==> src/rtl/pbuf_pkg.sv <==
package pbuf_pkg;

  localparam int HOST_W = 16;
  localparam int RES_W  = 8;

  // size code (bits 11:9 of the register) to page multiplier
  function automatic int unsigned page_mult(input logic [2:0] code);
    case (code)
      3'b001:  return 1;
      3'b010:  return 2;
      3'b011:  return 4;
      3'b100:  return 8;
      3'b101:  return 16;
      default: return 0;
    endcase
  endfunction

  // receive admission against the transmit reserve
  function automatic logic rx_admit(input int unsigned left, input int unsigned rsv);
    return (left > 0) && ((rsv == 0) || (left > rsv));
  endfunction

  // next free count with saturation at both ends
  function automatic int unsigned next_free(input int unsigned cur, input int unsigned taken,
                                            input int unsigned given, input int unsigned top);
    int signed v;
    v = int'(cur) - int'(taken) + int'(given);
    if (v < 0) return 0;
    if (v > int'(top)) return top;
    return unsigned'(v);
  endfunction

endpackage

==> src/rtl/pbuf_reserve_reg.sv <==
module pbuf_reserve_reg
  import pbuf_pkg::*;
#(
  parameter logic [2:0] SIZE_CODE = 3'b010
) (
  input  logic              clk,
  input  logic              rst_n,
  input  logic              wr_en,
  input  logic [HOST_W-1:0] wr_data,
  output logic [RES_W-1:0]  reserve,
  output logic [HOST_W-1:0] rd_data
);

  logic [RES_W-1:0] rsv_q;

  always_ff @(posedge clk or negedge rst_n) begin
    if (!rst_n)     rsv_q <= '0;
    else if (wr_en) rsv_q <= wr_data[RES_W-1:0];
  end

  assign reserve = rsv_q;
  assign rd_data = {4'b0000, SIZE_CODE, 1'b0, rsv_q};

  a_r2_write_low: assert property (@(posedge clk) disable iff (!rst_n)
    wr_en |=> (rd_data[RES_W-1:0] == $past(wr_data[RES_W-1:0])));

  a_r11_reserve_held: assert property (@(posedge clk) disable iff (!rst_n)
    !wr_en |=> $stable(reserve));

  a_r12_code_visible: assert property (@(posedge clk) disable iff (!rst_n)
    (rd_data[11:9] == SIZE_CODE) && (page_mult(rd_data[11:9]) != 0));

endmodule

==> src/rtl/pbuf_policy.sv <==
module pbuf_policy
  import pbuf_pkg::*;
#(
  parameter int CW = 7
) (
  input  logic             hold,
  input  logic [CW-1:0]    free_cnt,
  input  logic [RES_W-1:0] reserve,
  input  logic             tx_req,
  input  logic             rx_req,
  output logic             tx_ok,
  output logic             rx_ok
);

  int unsigned left_after_tx;

  always_comb begin
    tx_ok         = !hold && tx_req && (free_cnt != '0);
    left_after_tx = int'(free_cnt) - (tx_ok ? 1 : 0);
    rx_ok         = !hold && rx_req && rx_admit(left_after_tx, int'(reserve));
  end

endmodule

==> src/rtl/pbuf_free_counter.sv <==
module pbuf_free_counter
  import pbuf_pkg::*;
#(
  parameter int TOTAL_PAGES = 64,
  parameter int CW          = 7
) (
  input  logic          clk,
  input  logic          rst_n,
  input  logic          restore,
  input  logic          take_tx,
  input  logic          take_rx,
  input  logic          give,
  output logic [CW-1:0] free_cnt
);

  localparam logic [CW-1:0] FULL = CW'(TOTAL_PAGES);

  logic [CW-1:0] cnt_q;
  int unsigned   nxt;

  always_comb begin
    nxt = next_free(int'(cnt_q), (take_tx ? 1 : 0) + (take_rx ? 1 : 0),
                    give ? 1 : 0, TOTAL_PAGES);
  end

  always_ff @(posedge clk or negedge rst_n) begin
    if (!rst_n)       cnt_q <= FULL;
    else if (restore) cnt_q <= FULL;
    else              cnt_q <= CW'(nxt);
  end

  assign free_cnt = cnt_q;

  a_r8_never_above_total: assert property (@(posedge clk) disable iff (!rst_n)
    free_cnt <= FULL);

  a_r10_restore_full: assert property (@(posedge clk) disable iff (!rst_n)
    restore |=> (free_cnt == FULL));

  a_r8_release_counts: assert property (@(posedge clk) disable iff (!rst_n)
    (!restore && give && !take_tx && !take_rx && free_cnt != FULL) |=> (free_cnt == $past(free_cnt) + 1'b1));

endmodule

==> src/rtl/pbuf_alloc_gate.sv <==
module pbuf_alloc_gate
  import pbuf_pkg::*;
#(
  parameter int         TOTAL_PAGES = 64,
  parameter logic [2:0] SIZE_CODE   = 3'b010,
  localparam int        CW          = $clog2(TOTAL_PAGES + 1)
) (
  input  logic              clk,
  input  logic              rst_n,
  input  logic              mmu_reset,
  input  logic              host_wr,
  input  logic [HOST_W-1:0] host_wdata,
  output logic [HOST_W-1:0] host_rdata,
  input  logic              tx_req,
  output logic              tx_grant,
  output logic              tx_deny,
  input  logic              rx_req,
  output logic              rx_grant,
  output logic              rx_deny,
  input  logic              page_release,
  output logic [CW-1:0]     free_pages
);

  logic [RES_W-1:0] reserve;
  logic             tx_ok;
  logic             rx_ok;
  logic             release_eff;

  pbuf_reserve_reg #(.SIZE_CODE(SIZE_CODE)) u_rsv (
    .clk     (clk),
    .rst_n   (rst_n),
    .wr_en   (host_wr),
    .wr_data (host_wdata),
    .reserve (reserve),
    .rd_data (host_rdata)
  );

  pbuf_policy #(.CW(CW)) u_pol (
    .hold     (mmu_reset),
    .free_cnt (free_pages),
    .reserve  (reserve),
    .tx_req   (tx_req),
    .rx_req   (rx_req),
    .tx_ok    (tx_ok),
    .rx_ok    (rx_ok)
  );

  assign release_eff = page_release && !mmu_reset;

  pbuf_free_counter #(.TOTAL_PAGES(TOTAL_PAGES), .CW(CW)) u_cnt (
    .clk      (clk),
    .rst_n    (rst_n),
    .restore  (mmu_reset),
    .take_tx  (tx_ok),
    .take_rx  (rx_ok),
    .give     (release_eff),
    .free_cnt (free_pages)
  );

  always_ff @(posedge clk or negedge rst_n) begin
    if (!rst_n) begin
      tx_grant <= 1'b0;
      tx_deny  <= 1'b0;
      rx_grant <= 1'b0;
      rx_deny  <= 1'b0;
    end else begin
      tx_grant <= tx_ok;
      tx_deny  <= tx_req && !tx_ok;
      rx_grant <= rx_ok;
      rx_deny  <= rx_req && !rx_ok;
    end
  end

  a_r3_one_outcome: assert property (@(posedge clk) disable iff (!rst_n)
    !(tx_grant && tx_deny) && !(rx_grant && rx_deny));

  a_r9_empty_deny: assert property (@(posedge clk) disable iff (!rst_n)
    (free_pages == '0 && tx_req && rx_req) |=> (tx_deny && rx_deny));

  a_r7_tx_first: assert property (@(posedge clk) disable iff (!rst_n)
    (rx_grant && $past(tx_req) && !$past(mmu_reset)) |-> tx_grant);

  a_r5_reserve_kept: assert property (@(posedge clk) disable iff (!rst_n)
    rx_grant |-> (($past(reserve) == '0) ||
                  (int'($past(free_pages)) - (tx_grant ? 1 : 0) > int'($past(reserve)))));

  a_r10_hold_denies: assert property (@(posedge clk) disable iff (!rst_n)
    mmu_reset |=> (!tx_grant && !rx_grant));

endmodule

==> config.mk <==
export PLATFORM = sky130hd
export DESIGN_NAME = pbuf_alloc_gate
export DESIGN_NICKNAME = d
export VERILOG_FILES = /design/src/rtl/pbuf_pkg.sv /design/src/rtl/pbuf_reserve_reg.sv /design/src/rtl/pbuf_policy.sv /design/src/rtl/pbuf_free_counter.sv /design/src/rtl/pbuf_alloc_gate.sv
export SDC_FILE = /design/constraint.sdc
export NUM_CORES = 1
export LEC_CHECK = 0
export ABC_AREA = 1
export BUFFER_PORTS_ARGS = -buffer_cell sky130_fd_sc_hd__buf_2
export CAP_MARGIN = 20
export CORE_MARGIN = 2
export CORE_UTILIZATION = 25
export DETAILED_ROUTE_END_ITERATION = 12
export PLACE_DENSITY = 0.56
export SLEW_MARGIN = 20
export SYNTH_ARGS = -nofsm -noshare
export SYNTH_HDL_FRONTEND = slang
export SYNTH_SLANG_ARGS = --single-unit
==> constraint.sdc <==
create_clock -name clk -period 7.25 [get_ports clk]
set_clock_uncertainty 0.05 [all_clocks]
set_input_delay 1.0875 -clock clk [delete_from_list [all_inputs] [get_ports clk]]
set_output_delay 1.0875 -clock clk [all_outputs]
set_load 0.005 [all_outputs]
Yosys cells after proc, flatten, opt, wreduce, memory -nomap -nowiden:

Cells that the tools add are included.

* ROM bits: 0
* bits in latches: 0
* output and inout bits: 27
* input port bits: 23
* logic and storage cells: 38
* memory bits (writable): 0
* memories: 0
* register bits: 19

* $add $sub $neg: 4
* reductions and logical operators: 14
* shift-type cells: 0
* muxes and demuxes: 10
* div/mod/pow operators: 0
* multipliers: 0
* order comparisons: 4
* equality and inequality tests: 0
* bitwise operators: 0

Operators by type and width (number)
* 8-bit by 32-bit subtractor with 32-bit output: 2
* 2-bit by 32-bit adder with 32-bit output: 1
* 32-bit by 2-bit adder with 32-bit output: 1
* 32-bit by 1-bit greater-than comparator with 1-bit output, second input constant: 1
* 32-bit by 8-bit greater-than comparator with 1-bit output: 1
* 32-bit by 8-bit greater-than comparator with 1-bit output, second input constant: 1
* 32-bit by 1-bit < comparator with 1-bit output, second input constant: 1
* 7-bit two-way mux: 4
* 1-bit logical AND: 8
* 8-bit logical NOT: 1
* 7-bit nonzero test: 1
* 1-bit two-way mux: 6
* 1-bit logical NOT: 3
* 1-bit logical OR: 1

Depth between registers and ports, before layout:

Gate-level depths: netlist (run 1).

* depth after elaboration: 19
* gate-level depth with buffers: 43
* depth with buffers taken out: 43

By module:

A second synthesis (run 1) with hierarchy kept.

* cells, all modules: 251
* area total of the unflattened synthesis: 1770.4 um^2

Modules (own cells, without submodules)
* pbuf_free_counter: seq. area each 176.4 um^2, cells an instance 107, instances 1, area an instance 723.2 um^2
* pbuf_policy: seq. area each 0.0 um^2, cells an instance 82, instances 1, area an instance 484.2 um^2
* pbuf_reserve_reg: seq. area each 200.2 um^2, cells an instance 52, instances 1, area an instance 432.9 um^2
* pbuf_alloc_gate: seq. area each 100.1 um^2, cells an instance 10, instances 1, area an instance 130.1 um^2

Worst setup path before layout (run 1):

Ideal clock, no wire load.

* path type: input -> register
* from: input port tx_req
* to: register u_cnt.cnt_q[0], in the netlist u_cnt.free_cnt[0]
* cell stages on the path: 36
* path slack: 1.753 ns
* arrival time: 5.375 ns
* setup time: 0.073 ns
* required time: 7.127 ns
* buffers on the path: 0
* path through: inv_1 -> nor3_1 -> ha_1 -> ha_1 -> o21ai_1 -> nor2_1 -> ha_1 -> inv_1 -> ha_1 -> nand2_1 -> nor2_1 -> nand2_1 -> nand2_1 -> nand2_1 -> nand2_1 -> nand2_1 -> nand2_1 -> nand3_1 -> fa_1 -> inv_1 -> ha_1 -> inv_1 -> ha_1 -> inv_1 -> fa_1 -> nor2_1 -> o21bai_1 -> nand2_1 -> nand2_1 -> nand2_1 -> a21oi_1 -> ha_1 -> nand3_1 -> inv_1 -> nand3_2 -> nor2_1

* longest elaborated chain between the ends: 18
* elaborated cells between the ends (all ways): 21
* those cells by class: add/sub: 4; order compare: 4; mux: 8; reduce/logical: 5

RTL lines
* start: declaration: line pbuf_alloc_gate.sv:14 `input logic tx_req,`
* 1-bit logical AND (*) (2 in series): line pbuf_policy.sv:18 `tx_ok = !hold && tx_req && (free_cnt != '0);`
* net tx_ok: line pbuf_alloc_gate.sv:25 `logic tx_ok;`
* 1-bit two-way mux (*): line pbuf_policy.sv:19, pbuf_free_counter.sv:22
* 8-bit by 32-bit subtractor with 32-bit output: line pbuf_policy.sv:19 `left_after_tx = int'(free_cnt) - (tx_ok ? 1 : 0);`
* 32-bit by 8-bit greater-than comparator with 1-bit output: line pbuf_pkg.sv:20 `return (left > 0) && ((rsv == 0) || (left > rsv));`
* 1-bit logical OR: line pbuf_pkg.sv:20
* 1-bit logical AND: line pbuf_pkg.sv:20
* 1-bit logical AND: line pbuf_policy.sv:20 `rx_ok = !hold && rx_req && rx_admit(left_after_tx, int'(reserve));`
* 1-bit two-way mux: line pbuf_free_counter.sv:22 `nxt = next_free(int'(cnt_q), (take_tx ? 1 : 0) + (take_rx ? 1 : 0),`
* 2-bit by 32-bit adder with 32-bit output (*): line pbuf_free_counter.sv:22
* 8-bit by 32-bit subtractor with 32-bit output (*): line pbuf_pkg.sv:27 `v = int'(cur) - int'(taken) + int'(given);`
* 32-bit by 2-bit adder with 32-bit output (*): line pbuf_pkg.sv:27
* 32-bit by 8-bit greater-than comparator with 1-bit output: line pbuf_pkg.sv:29 `if (v > int'(top)) return top;`
* 1-bit two-way mux (2 in series): line pbuf_pkg.sv:29
* 7-bit two-way mux: line pbuf_pkg.sv:30 `return unsigned'(v);`
* 7-bit two-way mux (*): line pbuf_pkg.sv:29
* 7-bit two-way mux (*): line pbuf_free_counter.sv:28 `else if (restore) cnt_q <= FULL;`
* end signal: assignment: line pbuf_free_counter.sv:29 `else cnt_q <= CW'(nxt);`
* end: declaration: line pbuf_free_counter.sv:18 `logic [CW-1:0] cnt_q;`

The timed path passes the listed nets; every way through them passes the cells marked *. The select of a mux whose other input is x is not followed.
A chain may end at the register's enable or synchronous reset.

Worst setup path after layout (run 1):

* from: register u_cnt.cnt_q[4], in the netlist u_cnt.free_cnt[4]
* to: register u_cnt.cnt_q[1], in the netlist u_cnt.free_cnt[1]

* longest elaborated chain between the ends: 18
* elaborated cells between the ends (all ways): 21
* those cells by class: add/sub: 4; order compare: 4; mux: 8; reduce/logical: 5

RTL lines (line)
* 7-bit nonzero test (*): pbuf_policy.sv:18
* 1-bit logical AND (*): pbuf_policy.sv:18
* net tx_ok: pbuf_alloc_gate.sv:25
* 1-bit two-way mux (*): pbuf_policy.sv:19, pbuf_free_counter.sv:22
* 8-bit by 32-bit subtractor with 32-bit output: pbuf_policy.sv:19
* 32-bit by 8-bit greater-than comparator with 1-bit output: pbuf_pkg.sv:20
* 1-bit logical OR: pbuf_pkg.sv:20
* 1-bit logical AND: pbuf_pkg.sv:20
* [... 2 more ...]
* 2-bit by 32-bit adder with 32-bit output (*): pbuf_free_counter.sv:22
* 8-bit by 32-bit subtractor with 32-bit output (*): pbuf_pkg.sv:27
* 32-bit by 2-bit adder with 32-bit output (*): pbuf_pkg.sv:27
* 32-bit by 8-bit greater-than comparator with 1-bit output: pbuf_pkg.sv:29
* 1-bit two-way mux (2 in series): pbuf_pkg.sv:29
* 7-bit two-way mux: pbuf_pkg.sv:30
* 7-bit two-way mux (*): pbuf_pkg.sv:29
* 7-bit two-way mux (*): pbuf_free_counter.sv:28

Marks and branches as above.

==> results.txt, run 1 <==
The critical path in this run is classified as flop to flop. For the number of global-route vias before repair, the log shows 1299. Summed over all layers, the routed wires come to 3.34 mm. The path class of the tightest hold or removal check is flop to flop. The count of endpoints failing hold in the final timing report came out at 0. The floorplan step set the die width to 84.0 µm. Summing every instance area after synthesis gives 1600 µm². After synthesis the netlist holds a flip-flop and latch count of 19.

The average footprint of a synthesized cell is 7.63 µm². For this run, the leading register cell type out of synthesis is dfrtp_1. Clock-pin slew was measured on the worst setup and hold paths at 80 ps. The peak clock frequency supported by timing is 0.167 GHz. The core occupancy in the finished layout was 0.298; the maximum buffer depth of the clock tree was 2.

The largest fanout on the critical path works out to 6. The sequential share of the synthesized area was 0.298; the proportion of register bits with asynchronous set or reset after synthesis was 1.00. CTS saw 19 sinks. The fraction of synthesized cell area taken by the top area cell type is 0.281, and the routed wire length per instance is 10.4 µm. The aggregate global routing overflow was 0; the final critical-path share of the clock period was 0.828. Power comes to 721 µW. For the worst-skew pair, the clock arrives at the later sink with an insertion delay of 260 ps. The number of buffers inserted by port buffering is 33, and the number of warnings issued by yosys is 0. The number of buffers added by the clock tree synthesis step came out at 3. The tools report the initial core utilization as 0.255. At the end of routability-driven placement, the weighted congestion stood at 0.782. The commonest cells after synthesis are 44 x inv_1, 40 x nand2_1, 26 x ha_1, 20 x nor2_1, 18 x dfrtp_1. The peak supply drop was 0.105 mV. The tools report the count of H-tree levels built during CTS as 1. The cell with the most instances on the worst path is nand2_1. The top cell type by total area after synthesis is dfrtp_1. The setup TNS after final layout was 0 ps; the count of flip-flops with a built-in enable after synthesis was 0. In this run the static leakage power is 0.00109 µW.

By area the synthesized netlist is led by dfrtp_1 28%, ha_1 20%, inv_1 10%. The ratio of cells with drive above 1 in the final layout is 0.193, and the number of instances resized during post-cts repair is 0. The power per cell area was 386 nW/µm²; the placement row count was 29. Clock tree synthesis selected as its root buffer the cell clkbuf_8. The synthesized netlist contains 28 unique library cells. The region available for standard cell placement spans 6280 µm². The cell count after placement came out at 317. The wire-length estimate of the detail-placed layout is 2.74 mm. The logs give 0 for the post-CTS setup buffer count and 6150 ps for the arrival time at the worst endpoint. Compared with the post-synthesis result, the final layout area differs by 16.6%.

The detailed-route vias per instance came out at 4.15. Setup slack on the critical path of the routed design comes to 1240 ps. TritonCTS built the clock tree.

The count of final max-slew check failures is 0. STA classifies the critical path startpoint as a flop. Hold repair after CTS inserted 0 buffers. The repair_antennas step left the layout with diodes totalling 0. Setup repair after global routing left no endpoint under its margin. The first detailed-routing pass took 3 iterations. Entering global routing, the biggest net connects 20 pins. After detailed routing, the number of remaining DRC violations is 0. Number of max-cap violations: 0. The cell type of the slowest stage on the worst timing path was dfrtp_1. The initial antenna violation count is 0. At the worst endpoint, the required time is 7390 ps. The number of top-level pins was 50. The flow ran to the end, and the final reports show no timing, DRC or antenna violations. The total setup violations reported at the end of the flow is 0. For this run, the post-layout net count is 296. Overall track demand over capacity in global routing: 0.102.

Total of fill cells in the finished design: 701. The final route contains 1332 vias. The first global-routing pass estimated 5.84 mm of wire.

The detail route stage leaves a number of antenna-violating nets equal to 0. STA classifies the critical path endpoint as a flop. The worst hold path passes through 2 cells. In the synthesized netlist, the number of instances is 210.

The shortest period the worst path allows is 6010 ps, and the number of cells traversed by the worst register-to-register path is 41. In this run, the number of DRC markers left after iteration 0 of detailed routing was 35. Once layout is complete, the cells apart from fillers number 321. The floorplan step set the die height to 84.0 µm. In this design, the stage delay of the slowest critical-path cell is 430 ps.

Timing analysis after detailed placement gives a worst setup slack of 935 ps. Most common cell in the synthesized netlist: inv_1. The run gives 7060 µm² as the floorplan die area.
path summary, 6_finish.rpt:
path,slack (ps),startpoint,to
hold / removal,520,u_rsv.reserve[6],u_rsv.reserve[6]
setup reg to reg,1240,u_cnt.free_cnt[4],u_cnt.free_cnt[1]
max in group asynchronous,6090,rst_n,u_cnt.free_cnt[6]
setup / recovery,1240,u_cnt.free_cnt[4],u_cnt.free_cnt[1]
hold reg to reg,520,u_rsv.reserve[6],u_rsv.reserve[6]
min in group asynchronous,720,rst_n,u_rsv.reserve[0]
area by class of cell:
| type | count | area (µm²) | share of cell area |
|---|---|---|---|
| flip-flops and latches | 19 | 477 | 0.255 |
| clock buffers | 3 | 41.3 | 0.0221 |
| inverters | 46 | 173 | 0.0924 |
| multi-input cells | 142 | 911 | 0.488 |
| well taps | 77 | 96.3 | 0.0516 |
| repair buffers | 33 | 165 | 0.0884 |
| clock inverters | 1 | 5.00 | 0.00268 |
power by group:
group | leakage [µW] | internal (µW) | switching [µW]
Combinational | 0.000825 | 197 | 300
Clock | 0.0000255 | 38.3 | 38.9
Sequential | 0.000241 | 129 | 18.2
Total | 0.00109 | 364 | 357
cell families after synthesis:
| logic type | after synthesis | synth area share |
|---|---|---|
| AND/OR/NAND/NOR | 81 | 0.215 |
| buffers and inverters | 55 | 0.148 |
| adder cells (fa/ha/maj) | 28 | 0.228 |
| AO/OA/AOI/OAI | 20 | 0.0781 |
| flip-flops | 19 | 0.298 |
| XOR/XNOR | 4 | 0.0219 |
| other | 2 | 0.00469 |
| multiplexers | 1 | 0.00703 |
routing by layer:
layer / global-route usage / vias up / share of wire
met4: 0.0323 / 0 / 0.020
li1: - / 706 / -
met5: 0 / - / 0
met2: 0.176 / 25 / 0.46
met3: 0.0297 / 4 / 0.044
met1: 0.122 / 597 / 0.47
metrics by stage:
stage / area (µm²) / hold slack (ps)
CTS: 1870 / 533
finish: 1870 / 524
global placement: 1820 / 507
floorplan: 1620 / 506
global route: 1870 / 553
detailed placement: 1820 / 520
layout by cell type (no fill, tap or decap), drive strengths merged, types with 2 or more instances in the layout:
cell and n:
nor2 20, dfrtp 18, a21oi 6, clkbuf 3
xor2 4, nand3 11, conb 8, o21ai 10
buf 33, nand4 2, ha 26, fa 2
nor3 3, nand2 43, nor4 2, inv 46
state kept, by name, summed over array words and instances (netlist names):
name and count:
rx_grant 1, rx_deny 1, tx_grant 1, u_rsv.reserve 8
tx_deny 1, u_cnt.free_cnt 7
worst max-delay path, delay by kind of cell (launching register included):
kind / cells / cell delay [ps]
flip-flops: 1 / 430
AO/OA/AOI/OAI: 3 / 360
AND/OR/NAND/NOR: 20 / 1850
adder cells (fa/ha/maj): 10 / 2650
buffers and inverters: 8 / 570
(Power assumes the default switching activity.)
==> run 2: changes to the inputs <==
- clock period: 7.25 -> 6 ns (I/O delays scaled with it)
==> run 2 against run 1 <==
  * Cell count rose by 5.9%
  * Sequential cell count did not move
  * Count of clock-buffer cells in the layout did not move
  * Via count rose by 6.6%
  * Fmax rose by 7.2%
  * Combinational power rose by 63%
  * Critical path type unchanged
==> results.txt, run 2 (synthesis results as in run 1) <==
The run finished with clean final reports. The vertical die dimension is 84.0 µm (unchanged). The detailed-route vias per instance works out to 4.18 (+0.65%). The routability congestion estimate came out at 0.789 (+0.95%).

Element type at the critical path end: a flop. The switching part of the total power was 0.493 (-0.00168). The number of cells traversed by the worst register-to-register path is 39 (-4.9%), and the internal power consumption is 548 µW (+50%). The power per cell area is 503 nW/µm² (+30%). For the placed standard-cell area, the log shows 1910 µm² (+4.9%).

The largest fanout on the critical path came out at 6 (unchanged). Type of the worst setup path: flop to flop. The flip-flop count of the largest register after layout is 8 (unchanged).

Type of the most critical hold path: input port to asynchronous set/reset pin. The logs give 0 (unchanged) for the remaining routing DRC violations and 2.87 mm (+5.0%) for the placed wire-length estimate. Placement row count: 29 (unchanged). The slowest stage of the critical path is the fa_2 cell. The worst register-to-register path begins at u_cnt.free_cnt[5].

The tools report the critical path startpoint as u_cnt.free_cnt[5]. The area growth from synthesis to layout is 34.3%. The tools report the capturing point of the worst reg2reg path as u_cnt.free_cnt[1]. The aggregate routed wire length was 3.72 mm (+11%). The number of max-cap violations is 0 (unchanged).

The ratio of cells with drive above 1 in the final layout is 0.365 (+0.172), and the number of top-level pins is 50 (unchanged). The tools report the total of hold buffers inserted after clock tree synthesis as 0 (unchanged). The clock slew seen by the registers of the worst setup and hold paths came out at 80 ps (about the same). Number of nets in the layout: 315 (+6.4%). The tools report the number of global-route vias before repair as 1398 (+7.6%). The core occupancy in the finished layout came out at 0.343 (+0.0450). The total clock sinks is 19 (unchanged), and the fraction of power consumed by the clock network is 0.088 (-0.019). The post-route cell area is 2150 µm² (+15%). The tools report the number of buffers added by the clock tree synthesis step as 3 (unchanged).

The floorplan die area was 7060 µm² (unchanged). The tools report the count of H-tree levels built during CTS as 1 (unchanged). For the critical path data required time, the log shows 6150 ps (-1240 ps). The tools report the arrival time at the worst endpoint as 5760 ps (-390 ps). The maximum buffer depth of the clock tree was 2 (unchanged).

For the number of diodes added for antenna fixing, the log shows 0 (unchanged). The logs give 0.105 (+0.00297) for the overall track demand over capacity in global routing and 0.00118 µW (+8.5%) for the leakage power. First-pass GRT wire length: 6.04 mm (+3.3%). The cell chosen for the clock root is clkbuf_8. The tools report the timing endpoint of the critical path as u_cnt.free_cnt[1].

The delay of the slowest cell on the worst path came out at 610 ps (+180 ps). The initial core utilization was 0.255 (unchanged). The run gives 0 (unchanged) as the total setup violations reported at the end of the flow. The logs give 0 (unchanged) for the aggregate global routing overflow and 6280 µm² (unchanged) for the placeable core region.

The final critical-path share of the clock period came out at 0.934 (+0.105). TritonCTS built the clock tree. The number of buffers inserted by port buffering is 33 (unchanged), and the number of detailed-routing iterations run before antenna repair is 3 (unchanged). The tools report the initial antenna violation count as 0 (unchanged). The count of final max-slew check failures was 0 (unchanged). The fraction of power consumed by combinational cells is 0.749 (+0.061), and the maximum number of pins on one net before global-route repair is 20 (unchanged).

Peak supply drop: 0.144 mV (+36%). In the layout the commonest cells are 38 x inv_1, 38 x nand2_1, 33 x buf_2. STA classifies the critical path startpoint as a flop. The count of routing violations after the opening detailed-route iteration was 43 (+23%).

The register-to-register setup slack was 400 ps (-850 ps). The total of fill cells in the finished design is 672 (-4.1%). The power share of the sequential group came out at 0.163 (-0.042). Shortest period the worst path allows: 5600 ps (-403 ps).

The routed wire length per instance was 10.9 µm (+5.2%). The vias after detailed routing was 1420 (+6.6%). The die width is 84.0 µm (unchanged), and the peak clock frequency supported by timing is 0.178 GHz (+7.2%). The switching power came out at 533 µW (+49%). The run gives 0 (unchanged) as the count of endpoints failing hold in the final timing report. Number of nets with antenna violations after detailed routing: 0 (unchanged). The cell with the most instances on the worst path is nand2_1. The run gives 260 ps (about the same) as the clock latency of the later-clocked register in the worst-skew pair.
## run 2: power groups by stage
stage / registers (µW) / logic [µW] / clock network (µW)
after detailed placement: 178 / 655 / 0
after global routing: 181 / 927 / 105
after CTS: 175 / 662 / 103
final: 176 / 810 / 95.2
after floorplan: 180 / 474 / 0
after global placement: 177 / 648 / 0
## run 2: cell type report
class                      count  area [µm²]  area share
sequential                    19         477       0.222
clock buffer                   3        41.3      0.0192
timing repair buffer          52         308       0.143
tap                           77        96.3      0.0448
multi-input combinational    142        1050       0.489
clock inverter                 1        5.00     0.00233
inverter                      46         173      0.0803
## run 2: worst min path at each step
| stage | cells past startpoint | end | start | slack (ps) |
|---|---|---|---|---|
| 5_1_grt | 1 | u_rsv.reserve[0] | rst_n | 550 |
| 2_1_floorplan | 2 | u_rsv.reserve[3] | u_rsv.reserve[3] | 510 |
| 6_report | 1 | u_rsv.reserve[0] | rst_n | 520 |
| 3_5_place_dp | 2 | u_rsv.reserve[6] | u_rsv.reserve[6] | 520 |
| 3_3_place_gp | 2 | u_rsv.reserve[3] | u_rsv.reserve[3] | 510 |
| 4_1_cts | 1 | u_rsv.reserve[0] | rst_n | 530 |
## run 2: critical path: cells and delay by family, from the launching register on
family,cells,cell delay (ps)
flops,1,390
compound gates,3,260
buf+inv,6,360
fa+ha+maj,10,2620
simple gates,20,1830
## run 2: metal layers
layer	global-route usage	wire length (µm)
met1	0.131	1650
met2	0.180	1860
met3	0.0277	173
met4	0.0264	31
met5	0	0
## run 2: what timing repair did
action / in CTS / in global routing
endpoints found under the setup margin: 0 / 7
resized for setup: 0 / 38
setup buffers: 0 / 7
## run 2: metrics by stage
stage               instances  hold slack, ps  worst slack (ps)  TNS (ps)  total power [µW]
global placement          329             507               155         0               825
finish                    340             522               397         0              1080
CTS                       333             533               119         0               940
floorplan                 216             506               632         0               654
global route              340             555             -39.9      -156              1210
detailed placement        329             519               154         0               833
